File: src/rtl/sensor_reg_slave_pkg.sv
package sensor_reg_slave_pkg;

  localparam logic [3:0] DEV_CODE   = 4'b0011;
  localparam int         BYTE_W     = 8;
  localparam int         WORD_BYTES = 2;
  localparam int         WORD_W     = BYTE_W * WORD_BYTES;

  typedef enum logic [2:0] {
    ST_IDLE,
    ST_ADDR,
    ST_PTR,
    ST_WHI,
    ST_WLO,
    ST_READ,
    ST_SKIP
  } slvState_t;

  typedef enum logic [1:0] {
    ACC_RW,
    ACC_RO,
    ACC_WO
  } accKind_t;

  typedef struct packed {
    logic loadPtr;
    logic loadHi;
    logic writeReg;
    logic latchRead;
    logic clearSel;
    logic toggleSel;
  } dpStrobe_t;

endpackage

File: src/rtl/sensor_reg_slave_ctrl.sv
module sensor_reg_slave_ctrl
  import sensor_reg_slave_pkg::*;
#(
  parameter int PTR_W       = 3,
  parameter int TIMEOUT_CYC = 2500000
) (
  input  logic        clk,
  input  logic        rstN,
  input  logic [2:0]  addrPins,
  input  logic        busStart,
  input  logic        busStop,
  input  logic        rxValid,
  input  logic [7:0]  rxData,
  input  logic        txAckValid,
  input  logic        txNack,
  input  logic        lineLow,
  input  logic        curRo,
  output dpStrobe_t   stb,
  output logic        ackValid,
  output logic        ackBit,
  output logic        txActive,
  output logic        timeoutEvt
);

  localparam int CNT_W = $clog2(TIMEOUT_CYC + 1);

  slvState_t        stateQ, stateD;
  logic [CNT_W-1:0] lowCntQ;
  logic             toFire;
  logic             ackD;
  logic             addrHit;
  logic             ptrOk;

  assign addrHit = (rxData[7:1] == {DEV_CODE, addrPins});
  assign ptrOk   = ((rxData >> PTR_W) == 8'd0);
  assign toFire  = lineLow && (stateQ != ST_IDLE) &&
                   (lowCntQ == CNT_W'(TIMEOUT_CYC - 1));

  // Bus-low watchdog: counts consecutive low cycles of an open transaction
  always_ff @(posedge clk) begin
    if (!rstN) begin
      lowCntQ <= '0;
    end else if (!lineLow || stateQ == ST_IDLE || toFire) begin
      lowCntQ <= '0;
    end else begin
      lowCntQ <= lowCntQ + 1'b1;
    end
  end

  always_comb begin
    stateD = stateQ;
    stb    = '0;
    ackD   = 1'b0;
    if (toFire) begin
      stateD = ST_IDLE;
    end else if (busStop) begin
      stateD = ST_IDLE;
    end else if (busStart) begin
      stateD       = ST_ADDR;
      stb.clearSel = 1'b1;
    end else if (rxValid) begin
      case (stateQ)
        ST_ADDR: begin
          if (addrHit) begin
            ackD = 1'b1;
            if (rxData[0]) begin
              stateD        = ST_READ;
              stb.latchRead = 1'b1;
              stb.clearSel  = 1'b1;
            end else begin
              stateD = ST_PTR;
            end
          end else begin
            stateD = ST_SKIP;
          end
        end
        ST_PTR: begin
          if (ptrOk) begin
            ackD        = 1'b1;
            stb.loadPtr = 1'b1;
            stateD      = ST_WHI;
          end else begin
            stateD = ST_SKIP;
          end
        end
        ST_WHI: begin
          ackD       = 1'b1;
          stb.loadHi = 1'b1;
          stateD     = ST_WLO;
        end
        ST_WLO: begin
          ackD         = 1'b1;
          stb.writeReg = !curRo;
          stateD       = ST_SKIP;
        end
        default: begin
          ackD = 1'b0;
        end
      endcase
    end else if (txAckValid && stateQ == ST_READ) begin
      if (txNack) begin
        stateD = ST_SKIP;
      end else begin
        stb.toggleSel = 1'b1;
      end
    end
  end

  always_ff @(posedge clk) begin
    if (!rstN) begin
      stateQ     <= ST_IDLE;
      ackValid   <= 1'b0;
      ackBit     <= 1'b0;
      timeoutEvt <= 1'b0;
    end else begin
      stateQ     <= stateD;
      ackValid   <= rxValid;
      ackBit     <= ackD;
      timeoutEvt <= toFire;
    end
  end

  assign txActive = (stateQ == ST_READ);

endmodule

File: src/rtl/sensor_reg_slave_dp.sv
module sensor_reg_slave_dp
  import sensor_reg_slave_pkg::*;
#(
  parameter int                     PTR_W   = 3,
  parameter logic [(1<<PTR_W)-1:0]  RO_MASK = 8'b0010_0001,
  parameter logic [(1<<PTR_W)-1:0]  WO_MASK = 8'b0000_0100
) (
  input  logic              clk,
  input  logic              rstN,
  input  dpStrobe_t         stb,
  input  logic [7:0]        rxData,
  input  logic [WORD_W-1:0] regRdData,
  input  logic              txActive,
  output logic [PTR_W-1:0]  regPtr,
  output logic              regWrEn,
  output logic [WORD_W-1:0] regWrData,
  output logic [7:0]        txData,
  output logic              curRo
);

  localparam int NUM_REGS = 1 << PTR_W;
  localparam int SEL_W    = (WORD_BYTES > 1) ? $clog2(WORD_BYTES) : 1;

  accKind_t          accKind [NUM_REGS];
  logic [7:0]        lane    [WORD_BYTES];
  logic [PTR_W-1:0]  ptrQ;
  logic [7:0]        hiQ;
  logic [WORD_W-1:0] readWordQ;
  logic [SEL_W-1:0]  selQ;
  logic [SEL_W-1:0]  laneIdx;
  logic              isWo;

  // Per-register access kind decoded from the masks (read-only wins)
  for (genvar i = 0; i < NUM_REGS; i++) begin : g_acc
    assign accKind[i] = RO_MASK[i] ? ACC_RO :
                        (WO_MASK[i] ? ACC_WO : ACC_RW);
  end

  // Byte lanes of the captured read word, lane 0 is least significant
  for (genvar b = 0; b < WORD_BYTES; b++) begin : g_lane
    assign lane[b] = readWordQ[b*BYTE_W +: BYTE_W];
  end

  assign curRo = (accKind[ptrQ] == ACC_RO);
  assign isWo  = (accKind[ptrQ] == ACC_WO);

  always_ff @(posedge clk) begin
    if (!rstN) begin
      ptrQ      <= '0;
      hiQ       <= '0;
      readWordQ <= '0;
      selQ      <= '0;
      regWrEn   <= 1'b0;
      regWrData <= '0;
    end else begin
      regWrEn <= stb.writeReg;
      if (stb.loadPtr)   ptrQ      <= rxData[PTR_W-1:0];
      if (stb.loadHi)    hiQ       <= rxData;
      if (stb.writeReg)  regWrData <= {hiQ, rxData};
      if (stb.latchRead) readWordQ <= isWo ? '0 : regRdData;
      if (stb.clearSel) begin
        selQ <= '0;
      end else if (stb.toggleSel) begin
        selQ <= (selQ == SEL_W'(WORD_BYTES - 1)) ? '0 : selQ + 1'b1;
      end
    end
  end

  assign laneIdx = SEL_W'(WORD_BYTES - 1) - selQ;
  assign txData  = txActive ? lane[laneIdx] : 8'hFF;
  assign regPtr  = ptrQ;

endmodule

File: src/rtl/sensor_reg_slave.sv
module sensor_reg_slave
  import sensor_reg_slave_pkg::*;
#(
  parameter int                     PTR_W       = 3,
  parameter logic [(1<<PTR_W)-1:0]  RO_MASK     = 8'b0010_0001,
  parameter logic [(1<<PTR_W)-1:0]  WO_MASK     = 8'b0000_0100,
  parameter int                     TIMEOUT_CYC = 2500000
) (
  input  logic              clk,
  input  logic              rstN,
  input  logic [2:0]        addrPins,
  input  logic              busStart,
  input  logic              busStop,
  input  logic              rxValid,
  input  logic [7:0]        rxData,
  input  logic              txAckValid,
  input  logic              txNack,
  input  logic              lineLow,
  input  logic [15:0]       regRdData,
  output logic              ackValid,
  output logic              ackBit,
  output logic [7:0]        txData,
  output logic              txActive,
  output logic [PTR_W-1:0]  regPtr,
  output logic              regWrEn,
  output logic [15:0]       regWrData,
  output logic              timeoutEvt
);

  dpStrobe_t stb;
  logic      curRo;

  sensor_reg_slave_ctrl #(
    .PTR_W       (PTR_W),
    .TIMEOUT_CYC (TIMEOUT_CYC)
  ) u_ctrl (
    .clk        (clk),
    .rstN       (rstN),
    .addrPins   (addrPins),
    .busStart   (busStart),
    .busStop    (busStop),
    .rxValid    (rxValid),
    .rxData     (rxData),
    .txAckValid (txAckValid),
    .txNack     (txNack),
    .lineLow    (lineLow),
    .curRo      (curRo),
    .stb        (stb),
    .ackValid   (ackValid),
    .ackBit     (ackBit),
    .txActive   (txActive),
    .timeoutEvt (timeoutEvt)
  );

  sensor_reg_slave_dp #(
    .PTR_W   (PTR_W),
    .RO_MASK (RO_MASK),
    .WO_MASK (WO_MASK)
  ) u_dp (
    .clk       (clk),
    .rstN      (rstN),
    .stb       (stb),
    .rxData    (rxData),
    .regRdData (regRdData),
    .txActive  (txActive),
    .regPtr    (regPtr),
    .regWrEn   (regWrEn),
    .regWrData (regWrData),
    .txData    (txData),
    .curRo     (curRo)
  );

endmodule

File: config.mk
export PLATFORM = sky130hd
export DESIGN_NAME = sensor_reg_slave
export DESIGN_NICKNAME = d
export VERILOG_FILES = /design/src/rtl/sensor_reg_slave_pkg.sv /design/src/rtl/sensor_reg_slave_ctrl.sv /design/src/rtl/sensor_reg_slave_dp.sv /design/src/rtl/sensor_reg_slave.sv
export SDC_FILE = /design/constraint.sdc
export NUM_CORES = 1
export LEC_CHECK = 0
export ABC_AREA = 1
export BUFFER_PORTS_ARGS = -buffer_cell sky130_fd_sc_hd__buf_2
export CAP_MARGIN = 10
export CORE_ASPECT_RATIO = 2
export CORE_MARGIN = 2
export CORE_UTILIZATION = 51
export DETAILED_ROUTE_END_ITERATION = 8
export GPL_ROUTABILITY_DRIVEN = 1
export HOLD_SLACK_MARGIN = 0.15
export PLACE_DENSITY = 0.88
export SYNTH_ARGS = -nofsm -noshare
export SYNTH_HDL_FRONTEND = slang
export SYNTH_SLANG_ARGS = --single-unit
export TNS_END_PERCENT = 1
File: constraint.sdc
create_clock -name clk -period 1.7 [get_ports clk]
set_clock_uncertainty 0.15 [all_clocks]
set_input_delay 0.17 -clock clk [delete_from_list [all_inputs] [get_ports clk]]
set_output_delay 0.17 -clock clk [all_outputs]
set_load 0.1 [all_outputs]
==> summary by stage, run 1 <==
Cells and area
The commonest non-fill, non-tap cell in the layout is nand2_1. Registers take 1470 sq um. The proportion of layout cells with a drive suffix above 1 is 0.315. The number of nets in the layout is about 750. The signed area change from the synthesized netlist to the final layout is 52.9%.

In the final layout, the multi-input gates occupy 2350 sq um. The number of fillers in the final layout is 389. In the layout the commonest cells are 160 x nand2_1, 72 x nor2_1, 65 x dfxtp_1. Once layout is complete, the cells apart from fillers number 812. The antenna diode instance count is 0.

Status
The checks that failed: design-rule violations, negative setup slack. The run finished, with violations left.

CTS
After clock tree synthesis, the clock-pin slew on the worst setup and hold paths is about 0.06 ns. The clock tree from TritonCTS is yes. The clock tree buffer depth is 2. The later pin in the worst-skew pair is clocked with a latency of 0.35 ns. The H-tree was split into 3 levels. The tree built by TritonCTS fans out to 73 sinks. Counting the buffers created by CTS gives 9. The buffer cell driving the clock tree root is clkbuf_16.

Synthesis
Counting every net in the synthesized netlist gives just over 600. The post-synthesis async set-or-reset flop share is 0. The most used flip-flop cell after synthesis is dfxtp_1.

The post-synthesis cell area is 3790 sq um. The share of the Yosys chip area taken by registers is 0.386. During synthesis, Yosys emitted a total of 0 warnings.

In the post-synthesis netlist, the biggest area contributors are dfxtp_1 39%, nand2_1 16%, nor2_1 8.7%, nand3_1 7.9%, a21oi_1 4.9%. The number of flops mapped to enable cells by yosys is 0. The synthesized design contains 73 register bits. The largest total area in the synthesized netlist belongs to dfxtp_1. The number of distinct standard cells referenced by the synthesized netlist is 35. The average footprint of a synthesized cell is around 6.6 sq um.

The proportion of netlist area held by the largest area contributor is 0.386. Synthesis produced a netlist whose cell count is around 570.

Route
The number of iterations in the first detailed-routing pass is 9. The first-iteration detailed-routing DRC count is ~750. The count of unresolved DRC violations after routing is 2. In the routed layout, each cell is associated on average with a via count of around 6.2.

The total detailed-routing wirelength is ~17,000 um. The detailed router placed 5,038 vias in this run. In the final routed layout, each cell accounts on average for 21.0 um. The post-route antenna net violation count is 0.

STA
After layout, the minimum clock period comes to ~1.9 ns. The number of hold violations in the final report came to 0. Adding up every negative setup slack in the final design gives -4.42 ns. Setup repair after global routing could not meet its margin everywhere. The final number of max-transition violations is 0.

Dividing the final minimum period by the clock period gives 1.14. The slack of the critical path is -0.239 ns. The highest achievable clock rate is between 500 and 600 MHz. For the pin with the worst max-slew slack, the measured transition is 0.490 ns. The tightest slew margin relative to the limit is 0.672. Setup violations remaining at the end of the flow were counted as 57.

Critical path
STA classifies the critical path endpoint as a register. The number of buffers and inverters on the critical path is 2. At the worst endpoint, the required time is between 1.5 and 2 ns.

The maximum fanout along the worst path is 8. The classification of the worst setup path is register to register. The signal on the critical path passes through nand2_1 > inv_1 > nand3_1 > nor2_4 > nand3_4 > buf_12 > nand4_1 > nand2_1 > nor2_2. Counting stages on the worst path, the most repeated cell is nand2_1. The type of element launching the critical path is a register. For this design, the slowest cell found on the critical path is dfxtp_1. The cell class contributing the biggest share of worst-path delay is simple AND/OR/NAND/NOR gates. At the worst endpoint, the arrival time is about 2.0 ns.

On the worst path, the slowest cell contributes a delay of slightly below 0.4 ns.

Floorplanning
After floorplanning, the core was divided into between 40 and 50 placement rows. The x dimension of the die is 64.9 um. The die height is ~130 um. The die covers around 8200 sq um. The region available for standard cell placement spans around 7200 sq um. For this configuration, the core starts out at a cell density of 0.525. between 60 and 70 I/O pins were placed.

Global routing
The number of antenna violations at the first check in global routing is 0. The global-route wire length before repair is between 20,000 and 25,000 um. Across every metal layer, demand over resource in global routing totals 0.372. Entering global routing, the biggest net connects 26 pins. The total global routing overflow is 0. The number of global-route vias before repair is around 4,900.

Power and ir drop
The cell area power density is around 700 nW/um^2. Summed over all cells, the static leakage comes to 2.38 nW. The worst voltage drop across the vdd grid is between 500 and 600 uV.

Placement
The number of buffers added on ports is between 60 and 70. After detailed placement, the design holds a cell count of 749. The weighted congestion at the end of routability-driven global placement is ~0.92.

The post-DP HPWL is 8320 um.

Flow run
The tool flagged a number of max-cap violations equal to 0.

Worst hold path
The tightest min-delay check is of the primary input to register type.
==> where the power goes <==
group          switching [W]  total (W)  internal [W]
Clock               0.000786    0.00193       0.00114
Sequential        0.00000520    0.00172       0.00171
Combinational       0.000210   0.000349      0.000139
Total                0.00100    0.00400       0.00300
==> registers in the layout (all words and copies together) (netlist names) <==
name / cells
u_dp.selQ: 1
u_dp.regPtr: 3
u_ctrl.stateQ: 3
u_dp.hiQ: 8
u_ctrl.lowCntQ: 22
u_dp.regWrEn: 1
u_dp.readWordQ: 16
u_ctrl.ackValid: 1
u_ctrl.timeoutEvt: 1
u_ctrl.ackBit: 1
u_dp.regWrData: 16
==> worst reg2reg max path, stage by stage (launching register included) <==
cell and delay, ns:
dfxtp_1 0.39, nand2_1 0.11, inv_1 0.14, nand3_1 0.16, nor2_4 0.14, nand3_4 0.14
buf_12 0.19, nand4_1 0.09, nand2_1 0.10, nor2_2 0.24
==> kinds of logic after synthesis <==
| family | after synthesis | share of synthesized area |
|---|---|---|
| compound gates | 45 | 0.0647 |
| fa+ha+maj | 1 | 0.00330 |
| xor+xnor | 7 | 0.0162 |
| simple gates | 379 | 0.451 |
| flops | 73 | 0.386 |
| buf+inv | 67 | 0.0786 |
==> layout make-up <==
cell class                 count  share of cell area
clock buffer                  10              0.0395
clock inverter                 6              0.0117
inverter                      48              0.0326
multi-input combinational    432               0.406
sequential                    73               0.254
tap                           92              0.0199
timing repair buffer         151               0.236
==> synth_stat cells (2+ instances only) <==
cell type    n
nor3_2       2
nor3b_1      3
nand3b_1     2
buf_2        3
o21ai_0      4
clkinv_1     2
nor3_4       2
dfxtp_1     73
nor3_1      14
clkbuf_1     8
nand2_2      3
nand2_1    165
buf_4        3
nand3_1     60
a21oi_1     37
nor2_2       9
inv_1       40
nand3_2      2
xor2_1       6
buf_6        4
nand4_1     24
nor2_1      88
inv_2        6
==> stage by stage <==
| stage | utilization | setup WS [ns] | hold slack (ns) | total power, W | instance area [sq um] |
|---|---|---|---|---|---|
| floorplan | - | -0.947 | 0.132 | 0.00189 | 3830 |
| global placement | 0.628 | -0.0414 | 0.295 | 0.00198 | 4530 |
| detailed placement | 0.628 | -0.0926 | 0.305 | 0.00199 | 4530 |
| CTS | 0.765 | -0.0842 | 0.180 | 0.00390 | 5520 |
| global route | 0.803 | -0.312 | 0.262 | 0.00408 | 5790 |
| finish | 0.803 | -0.239 | 0.219 | 0.00400 | 5790 |
==> path summary, 6_finish.rpt <==
kind / end / slack (ns) / from / depth (start not counted)
worst max-delay path: u_dp.readWordQ[8]$_SDFFE_PN0P_ / -0.24 / u_ctrl.lowCntQ[18]$_SDFF_PP0_ / 9
worst min register to register: u_dp.regWrData[5]$_SDFFE_PN0P_ / 0.32 / u_dp.regWrData[5]$_SDFFE_PN0P_ / 2
worst max register to register: u_dp.readWordQ[8]$_SDFFE_PN0P_ / -0.24 / u_ctrl.lowCntQ[18]$_SDFF_PP0_ / 9
worst min-delay path: u_dp.selQ$_SDFFE_PP0P_ / 0.22 / txAckValid / 6
==> per-layer routing <==
metal,vias up,part of all wire,GRT usage
met5,-,0,0
met4,0,0.10,0.352
met3,165,0.093,0.112
met2,422,0.48,0.637
met1,2306,0.32,0.331
li1,2145,-,-
==> timing repair <==
item,in CTS,in global routing
hold buffers,30,0
setup buffers,9,5
pin swaps,6,12
endpoints found under the hold margin,42,0
resized for setup,57,54
endpoints found under the setup margin,58,79
gates cloned,3,1
No activity file was read; power rests on OpenSTA's default activity.
==> run 2, diff against run 1 <==
==> constraint.sdc (replaced) <==
create_clock -name clk -period 1.7 [get_ports clk]
set_clock_uncertainty 0.15 [all_clocks]
set_input_delay 0.425 -clock clk [delete_from_list [all_inputs] [get_ports clk]]
set_output_delay 0.425 -clock clk [all_outputs]
set_load 0.1 [all_outputs]
==> summary by stage, run 2 (synthesized netlist as in run 1, its figures left out) <==
Critical path
The arrival time at the worst endpoint came to 1.44 ns (-0.60 ns). The nature of the critical path endpoint is an output port. The worst setup path is launched from a register.

The worst path buffer plus inverter count is 3 (+1). The kind of cell with the highest combined delay along the critical path is buffers and inverters. The required time of the worst setup path is 1.12 ns (-0.68 ns). The maximum fanout along the worst path is 5 (-3). The slowest stage of the critical path is the dfxtp_4 cell.

The largest incremental delay on the critical path came to 0.35 ns (-0.04 ns). By startpoint and endpoint, the worst setup path is classified as register to output port. The signal on the critical path passes through inv_4 > nor3_4 > buf_6 > nand3_4 > buf_12.

Power and ir drop
The fraction of power spent switching nets was 0.256 (+0.00595). The register share of total power is 0.449 (+0.019). The share of power burned in the clock network is 0.476 (-0.006). The net switching power is 0.000980 W (-2.1%). The part of the power in combinational logic is 0.075 (-0.012).

The cell area power density is 707 nW/um^2 (+2.5%). The internal power is 0.00284 W (-5.1%). The static leakage was 2.24 nW (-5.8%). The worst voltage drop across the vdd grid is 658 uV (+10%).

The overall power after layout was 0.00382 W (-4.4%).

STA
The final worst hold slack is 0.240 ns (+0.0211 ns). The tightest slew margin relative to the limit was 0.675 (+0.00302). The final number of setup-violating endpoints is 53 (-7.0%). The slack of the critical path is -0.318 ns (-0.0791 ns). Setup repair after global routing could not meet its margin everywhere. The final number of max-transition violations came to 0 (unchanged). The shortest clock period the worst path allows after layout was 2.02 ns (+0.0791 ns).

The number of hold violations in the final report came to 0 (unchanged). The period utilization is 1.19 (+0.0465). The highest achievable clock rate is 495 MHz (-3.9%). The sum of negative setup slack is -5.17 ns (-0.754 ns).

The transition at the pin with the smallest max-transition slack is 0.491 ns (+0.000652 ns).

Cells and area
Relative to the synthesized area, the layout overhead comes to 42.7%. The final standard cell utilization of the core is 0.750 (-0.0536). The number of standard cells in the final layout excluding fillers is 793 (-2.3%). Leaving out fill and tap cells, the most frequent cell in the layout is nand2_1.

The number of nets in the layout came to 732 (-2.5%). Leaving out fill and tap cells, the most frequent cells in the layout are 162 x nand2_1, 85 x nor2_1, 68 x dfxtp_1. The number of fillers in the final layout came to 510 (+31%).

The antenna diode instance count is 0 (unchanged). The largest registers in the layout are u_ctrl.lowCntQ (22), u_dp.readWordQ (16), u_dp.regWrData (16). The proportion of layout cells with a drive suffix above 1 is 0.310 (-0.00572).

The largest register by flop count is u_ctrl.lowCntQ. The flip-flop count of the largest register, all copies and words added came to 22 (unchanged).

Worst hold path
The tightest min-delay check is of the primary input to register type.

Global routing
The overall routing resource usage is 0.309 (-0.0635). The pin count of the biggest net entering global routing was 26 (unchanged). The number of global-route vias before repair is 4,394 (-9.4%). The global-route wire length before repair is 19,500 um (-16%).

The total global routing overflow was 0 (unchanged). The number of antenna violations at the first check in global routing is 0 (unchanged).

Floorplanning
The core area is 7210 sq um (unchanged). The die height was 126 um (unchanged). The count of standard-cell rows came to 44 (unchanged). The I/O pin total is 67 (unchanged). The x dimension of the die is 64.9 um (unchanged).

The floorplan die area came to 8180 sq um (unchanged). The starting utilization of the core area came to 0.525 (unchanged).

Placement
The weighted congestion at the end of routability-driven global placement was 1.01 (+9.6%). The count of placed standard cells including taps is 770 (+2.8%). The number of buffers added on ports is 66 (unchanged). The post-DP HPWL is 8710 um (+4.8%).

Route
The routed wirelength normalized by instance count is 15.6 um (-26%). The via density per instance is 5.60 (-9.7%). The post-route antenna net violation count came to 0 (unchanged).

The number of iterations in the first detailed-routing pass was 5 (-4). The first-iteration detailed-routing DRC count was 298 (-60%). The total detailed-routing wirelength came to 12,400 um (-27%).

The via count is 4,443 (-12%). The count of unresolved DRC violations after routing is 0 (-2).

CTS
The TritonCTS sink count was 73 (unchanged). The CTS buffer count is 9 (unchanged). The clock tree from TritonCTS is yes. The clock tree buffer depth is 2 (unchanged). The clock transition at the registers of the reported paths came to 0.06 ns (about the same).

The number of hold buffers added after cts was 0 (-100%). The clock latency reported for the late side of the worst-skew pair is 0.34 ns (about the same). The tree is rooted in a clkbuf_16. The level count of the clock H-tree is 3 (unchanged).

Status
The flow ran to the end, but the final reports show violations. The checks that failed: negative setup slack.

Flow run
The number of maximum-capacitance constraint violations is 0 (unchanged).
## run 2: cell count changes in the layout (fill, tap and decap cells not counted), moves of 4 or more
cell,delta
buf_2,-8
nand3_1,+4
nand3_2,-5
dlygate4sd3_1,-30
nor2_2,-12
nor2_1,+13
buf_4,+20
dfxtp_2,-4
## run 2: stage by stage
stage          setup WS, ns  instance area (sq um)
6_report             -0.318                   5410
5_1_grt              -0.349                   5410
4_1_cts              -0.332                   5310
3_5_place_dp         -0.182                   4810
3_3_place_gp         -0.138                   4810
2_1_floorplan         -1.20                   3830
## run 2: what timing repair did
item | 4_1_cts | 5_1_grt
gates cloned | 1 | 0
pin swaps | 4 | 13
endpoints found under the setup margin | 63 | 82
buffers inserted | 7 | 1
resized for setup | 33 | 33
## run 2: worst min-delay path, delay by kind of cell
kind	cells	cell delay (ns)
buf+inv	1	0.15
simple gates	2	0.11
## run 2: path summary, 6_finish.rpt
| path | from | end | slack (ns) | cells past startpoint |
|---|---|---|---|---|
| worst min-delay path | rstN | u_ctrl.timeoutEvt$_SDFF_PN0_ | 0.24 | 3 |
| worst min register to register | u_dp.hiQ[4]$_SDFFE_PN0P_ | u_dp.hiQ[4]$_SDFFE_PN0P_ | 0.31 | 2 |
| worst max register to register | u_ctrl.stateQ[0]$_SDFFE_PP0P_ | u_ctrl.stateQ[2]$_SDFFE_PP0P_ | -0.12 | 12 |
| worst max-delay path | u_ctrl.stateQ[0]$_SDFFE_PP0P_ | txData[2] | -0.32 | 5 |
## run 2: area by class of cell
class                      instances  area [sq um]  share of cell area
sequential                        73          1470               0.272
inverter                          48           186              0.0345
clock buffer                       9           225              0.0417
multi-input combinational        432          2270               0.420
clock inverter                     7          61.3              0.0113
timing repair buffer             132          1080               0.199
tap                               92           115              0.0213
## run 2: per-layer routing
metal | wire, um | vias to the layer above | track usage
met5 | 0 | - | 0
met4 | 889 | 0 | 0.237
met3 | 594 | 76 | 0.0438
met2 | 6880 | 215 | 0.589
met1 | 4010 | 2049 | 0.274
li1 | - | 2103 | -
## run 2: power by group through the flow
stage / Combinational, W / Clock [W] / Sequential, W
detailed placement: 0.000257 / 0 / 0.00176
global placement: 0.000254 / 0 / 0.00176
finish: 0.000286 / 0.00182 / 0.00172
floorplan: 0.000119 / 0 / 0.00177
CTS: 0.000270 / 0.00184 / 0.00172
global route: 0.000308 / 0.00192 / 0.00172
